==> config.mk <==
export PLATFORM = sky130hd
export DESIGN_NAME = flash_wstat
export DESIGN_NICKNAME = d
export VERILOG_FILES = /design/src/rtl/fws_pkg.sv /design/src/rtl/fws_sector_hit.sv /design/src/rtl/fws_toggle.sv /design/src/rtl/fws_compose.sv /design/src/rtl/flash_wstat.sv
export SDC_FILE = /design/constraint.sdc
export NUM_CORES = 1
export LEC_CHECK = 0
export BUFFER_PORTS_ARGS = -buffer_cell sky130_fd_sc_hd__buf_2
export CAP_MARGIN = 40
export CORE_MARGIN = 2
export CORE_UTILIZATION = 37
export CTS_CLUSTER_DIAMETER = 150
export DETAILED_ROUTE_END_ITERATION = 12
export PLACE_DENSITY_LB_ADDON = 0.08
export SYNTH_ARGS = -nofsm -noshare
export SYNTH_HDL_FRONTEND = slang
export SYNTH_SLANG_ARGS = --single-unit
==> constraint.sdc <==
create_clock -name clk -period 1.5 [get_ports clk]
set_input_delay 0.075 -clock clk [delete_from_list [all_inputs] [get_ports clk]]
set_output_delay 0.075 -clock clk [all_outputs]
set_load 0.05 [all_outputs]
==> src/rtl/fws_pkg.sv <==
// Package: shared mode encoding for the write status generator.
// Assumes the controller drives one of the listed codes; others mean idle.
package fws_pkg;
    typedef enum logic [2:0] {
        MD_IDLE  = 3'd0,
        MD_PROG  = 3'd1,
        MD_ERASE = 3'd2,
        MD_SREAD = 3'd3,
        MD_SPROG = 3'd4
    } fws_mode_e;

    localparam int TGL_ACT = 0;   // index of the activity toggle
    localparam int TGL_SEC = 1;   // index of the sector toggle
    localparam int NUM_TGL = 2;
endpackage

==> src/rtl/fws_sector_hit.sv <==
// Module: decides whether the read sector is one marked for erase.
// Assumes rd_sector is below NUM_SECT; an out-of-range index reads as miss.
module fws_sector_hit #(
    parameter int NUM_SECT = 8,
    localparam int SECT_W = (NUM_SECT > 1) ? $clog2(NUM_SECT) : 1
) (
    input  logic [SECT_W-1:0]   rd_sector,
    input  logic [NUM_SECT-1:0] erase_mask,
    output logic                hit
);
    // Purpose: one-hot compare of the sector index against the mask.
    always_comb begin
        hit = 1'b0;
        for (int s = 0; s < NUM_SECT; s++) begin
            if (rd_sector == SECT_W'(s) && erase_mask[s]) hit = 1'b1;
        end
    end
endmodule

==> src/rtl/fws_toggle.sv <==
// Module: one toggle flip-flop that flips on advance and clears on start.
// Assumes clr has priority over adv.
module fws_toggle (
    input  logic clk,
    input  logic rst_n,
    input  logic clr,
    input  logic adv,
    output logic q
);
    // Purpose: hold, flip or clear the toggle state.
    always_ff @(posedge clk) begin
        if (!rst_n)   q <= 1'b0;
        else if (clr) q <= 1'b0;
        else if (adv) q <= ~q;
    end
endmodule

==> src/rtl/fws_compose.sv <==
// Module: combinational build of the status byte and the pass-through flag.
// Assumes toggle inputs are the values before this read advances them.
module fws_compose
    import fws_pkg::*;
(
    input  fws_mode_e mode,
    input  logic      hit,
    input  logic      d7,
    input  logic      t_act,
    input  logic      t_sec,
    input  logic      timeout,
    input  logic      win_open,
    output logic [7:0] stat,
    output logic       array_sel,
    output logic       adv_act,
    output logic       adv_sec
);
    // Purpose: choose the status bits and toggle advances for each mode.
    always_comb begin
        stat      = 8'h00;
        array_sel = 1'b0;
        adv_act   = 1'b0;
        adv_sec   = 1'b0;
        case (mode)
            MD_PROG, MD_SPROG: begin
                stat[7] = ~d7;
                stat[6] = t_act;
                stat[5] = timeout;
                stat[2] = t_sec;
                adv_act = 1'b1;
            end
            MD_ERASE: begin
                stat[7] = 1'b0;
                stat[6] = t_act;
                stat[5] = timeout;
                stat[3] = ~win_open;
                stat[2] = t_sec;
                adv_act = 1'b1;
                adv_sec = hit;
            end
            MD_SREAD: begin
                if (hit) begin
                    stat[7] = 1'b1;
                    stat[6] = t_act;
                    stat[2] = t_sec;
                    adv_sec = 1'b1;
                end else begin
                    array_sel = 1'b1;
                end
            end
            default: array_sel = 1'b1;
        endcase
    end
endmodule

==> src/rtl/flash_wstat.sv <==
// Module: top of the write status generator. Registers the status byte
// and the pass-through flag on each read strobe and keeps two toggles.
// Assumes op_start is a single-cycle pulse and rd_stb a single-cycle strobe.
module flash_wstat
    import fws_pkg::*;
#(
    parameter int NUM_SECT = 8,
    localparam int SECT_W = (NUM_SECT > 1) ? $clog2(NUM_SECT) : 1
) (
    input  logic                clk,
    input  logic                rst_n,
    input  logic                op_start_i,
    input  logic                rd_stb_i,
    input  logic [SECT_W-1:0]   rd_sector_i,
    input  logic [7:0]          prog_data_i,
    input  logic [2:0]          mode_i,
    input  logic [NUM_SECT-1:0] erase_mask_i,
    input  logic                timeout_i,
    input  logic                win_open_i,
    output logic [7:0]          stat_o,
    output logic                array_sel_o
);
    logic               hit;
    logic [NUM_TGL-1:0] tgl_q;
    logic [NUM_TGL-1:0] tgl_adv;
    logic [7:0]         stat_c;
    logic               sel_c;
    logic               adv_act, adv_sec;
    logic [7:0]         stat_q;
    logic               sel_q;

    fws_sector_hit #(.NUM_SECT(NUM_SECT)) u_hit (
        .rd_sector (rd_sector_i),
        .erase_mask(erase_mask_i),
        .hit       (hit)
    );

    fws_compose u_comp (
        .mode     (fws_mode_e'(mode_i)),
        .hit      (hit),
        .d7       (prog_data_i[7]),
        .t_act    (op_start_i ? 1'b0 : tgl_q[TGL_ACT]),
        .t_sec    (op_start_i ? 1'b0 : tgl_q[TGL_SEC]),
        .timeout  (timeout_i),
        .win_open (win_open_i),
        .stat     (stat_c),
        .array_sel(sel_c),
        .adv_act  (adv_act),
        .adv_sec  (adv_sec)
    );

    // Purpose: gate each toggle advance with the read strobe.
    always_comb begin
        tgl_adv          = '0;
        tgl_adv[TGL_ACT] = rd_stb_i & adv_act;
        tgl_adv[TGL_SEC] = rd_stb_i & adv_sec;
    end

    for (genvar g = 0; g < NUM_TGL; g++) begin : g_tgl
        fws_toggle u_tgl (
            .clk  (clk),
            .rst_n(rst_n),
            .clr  (op_start_i),
            .adv  (tgl_adv[g]),
            .q    (tgl_q[g])
        );
    end

    // Purpose: capture the status byte and pass-through flag on each read.
    always_ff @(posedge clk) begin
        if (!rst_n) begin
            stat_q <= 8'h00;
            sel_q  <= 1'b0;
        end else if (rd_stb_i) begin
            stat_q <= stat_c;
            sel_q  <= sel_c;
        end
    end

    assign stat_o      = stat_q;
    assign array_sel_o = sel_q;
endmodule

==> flow_metrics.tcl <==
set metrics [dict create \
    track_usage 0.158 \
    ctsHoldBuffers 0 \
    rsz0062_at_grt "no" \
    syn_to_final_growth_pct 30.4 \
    crit_path_start_kind "primary input" \
    arrival_ns 1.33 \
    layout_commonest_cell "buf_2" \
    peakVddDrop_uv 477 \
    drive_above_1_share 0.392 \
    layout_min_cycle_time_ns 1.19 \
    required_ns 1.64 \
    slowest_delay_ns 0.58 \
    clk_path_buf_depth 2 \
    route.detailed.drc 0 \
    max_freq_mhz 843 \
    min_path_type "in2reg" \
    core_sq_um 1270 \
    synthesis.instances 53 \
    p_int_uw 365 \
    antenna_found_initial 0 \
    stdcell_count 94 \
    placementRows 13 \
    outcome "complete, no violations" \
    initial_core_util 0.386 \
    cts_root_buffer "clkbuf_4" \
    drt_iter0_markers 2 \
    p_switching_uw 165 \
    vias 454 \
    finalHoldViolCount 0 \
    leakagePower_uw 0.000296 \
    place_congestion 0.640 \
    grt_overflow 0 \
    die_w_um 40.4 \
    cts_setup_buffers 0 \
    grt_pass1_vias 397 \
    end_kind "flop" \
    htreeDepth 1 \
    clock_skew_ns 0.0000219 \
    setup_tns_ns 0 \
    seqPwrFrac 0.420 \
    ios 37 \
    insertion_delay_ns 0.25 \
    hpwl_um 792 \
    path_cells "buf_2 > mux4_1 > mux2i_4 > a2111oi_2 > a22o_1" \
    ant_nets 0 \
    path_class "in2reg" \
    fin_area_sq_um 638 \
    cts_buffers 3 \
    postPlaceCellArea_sq_um 616 \
    cap_violations 0 \
    netSwitchingFraction 0.312 \
    p_comb_frac 0.258 \
    finalSetupViolCount 0 \
    cts_tree "done" \
    firstDrtPassIters 2 \
    synth_cell_type_count 27 \
    syn-cell-area_sq_um 489 \
    cp_max_fo 5 \
    worst-path-buf-inv 1 \
    slowest_stage "mux4_1" \
    cts_resized 0 \
    cpLargestDelayFamily "multiplexers" \
    vias_per_cell 4.83 \
    cts_sinks 8 \
    die_area_sq_um 1630 \
    synth_seq_cells 8 \
    post_drt_wl_per_cell_um 10.6 \
    grt_max_degree 12 \
    die_h_um 40.4 \
    dp_cells 91 \
    finalCritPeriodShare 0.791 \
    final_cell_mix "26 x buf_2, 8 x dfxtp_1, 5 x o21ai_0" \
    grt_pass1_wl_um 1590 \
    clkPwrFrac 0.322 \
    synth.avg_cell_area_sq_um 9.23 \
    port-buffer-count 26 \
    drv_slew 0 \
    path_clk_slew_ns 0.05 \
    nets 109 \
    p_per_area_nw_per_um2 831 \
    postRouteWirelength_um 992 \
    ys_seq_area_frac 0.327 \
    yosysWarnings 0 \
    antenna_cells 0 \
]
-- synthesized netlist by cell type, drive strengths merged --
library cell,number,share of area
dfxtp,8,0.33
o21ai,6,0.061
buf,3,0.046
inv,3,0.023
nor2,3,0.023
a21oi,2,0.020
a22o,2,0.036
clkbuf,2,0.015
mux4,2,0.11
nand2,2,0.015
nand2b,2,0.026
nand3,2,0.020
or3,2,0.026
xor2,2,0.036
a2111oi,1,0.031
a211oi,1,0.015
a31oi,1,0.013
and3,1,0.013
conb,1,0.0077
mux2i,1,0.046
nor2b,1,0.013
nor3,1,0.010
o2111ai,1,0.018
o211ai,1,0.015
o31a,1,0.018
xnor2,1,0.018
-- through the flow --
stage	power [uW]	util	setup slack, ns	hold slack, ns
floorplan	327	-	0.218	0.153
global placement	365	0.485	0.0369	0.303
detailed placement	364	0.485	0.0417	0.293
CTS	541	0.503	0.309	0.0228
global route	565	0.503	0.249	0.0321
finish	530	0.503	0.314	0.0338
-- final timing paths --
kind | to | start | slack (ns) | cells after the start
hold / removal | g_tgl[1].u_tgl.q$_SDFFE_PP0P_ | op_start_i | 0.03 | 2
setup reg to reg | g_tgl[1].u_tgl.q$_SDFFE_PP0P_ | g_tgl[1].u_tgl.q$_SDFFE_PP0P_ | 0.51 | 2
hold reg to reg | stat_o[6]$_SDFFE_PN0P_ | stat_o[6]$_SDFFE_PN0P_ | 0.47 | 1
setup / recovery | stat_o[2]$_SDFFE_PN0P_ | rd_sector_i[1] | 0.31 | 5
-- power by group through the flow --
| stage | logic [uW] | registers (uW) | clock network (uW) |
|---|---|---|---|
| floorplan | 81.3 | 246 | 0 |
| global placement | 137 | 227 | 0 |
| detailed placement | 137 | 227 | 0 |
| CTS | 138 | 223 | 181 |
| global route | 150 | 224 | 192 |
| finish | 137 | 223 | 171 |
-- routing by layer --
| layer | track usage | vias to the layer above | routed length, um |
|---|---|---|---|
| met2 | 0.218 | 18 | 417 |
| met1 | 0.185 | 186 | 469 |
| met5 | 0 | - | 0 |
| met3 | 0.0889 | 5 | 87 |
| met4 | 0.100 | 0 | 17 |
| li1 | - | 245 | - |
-- flip-flops by register name (all words and copies together) (netlist names) --
register       flops
array_sel_o        1
g_tgl.u_tgl.q      2
stat_o             5
-- cells by family after synthesis --
kind of cell / count (synthesis) / share of synthesized area
AO/OA/AOI/OAI: 16 / 0.228
XOR/XNOR: 3 / 0.0537
buffers and inverters: 8 / 0.0844
flip-flops: 8 / 0.327
multiplexers: 3 / 0.153
other: 1 / 0.00767
AND/OR/NAND/NOR: 14 / 0.146
-- worst reg2reg max path, delay by kind of cell (launching register included) --
kind	cells	cell delay (ns)
AND/OR/NAND/NOR	1	0.36
flip-flops	1	0.31
AO/OA/AOI/OAI	1	0.23
-- cell type report --
cell class / count / area [sq um]
fillers: 143 / 631
multi-input cells: 39 / 295
flip-flops and latches: 8 / 160
repair buffers: 26 / 130
clock buffers: 3 / 22.5
well taps: 15 / 18.8
inverters: 3 / 11.3
(Power assumes the default switching activity.)
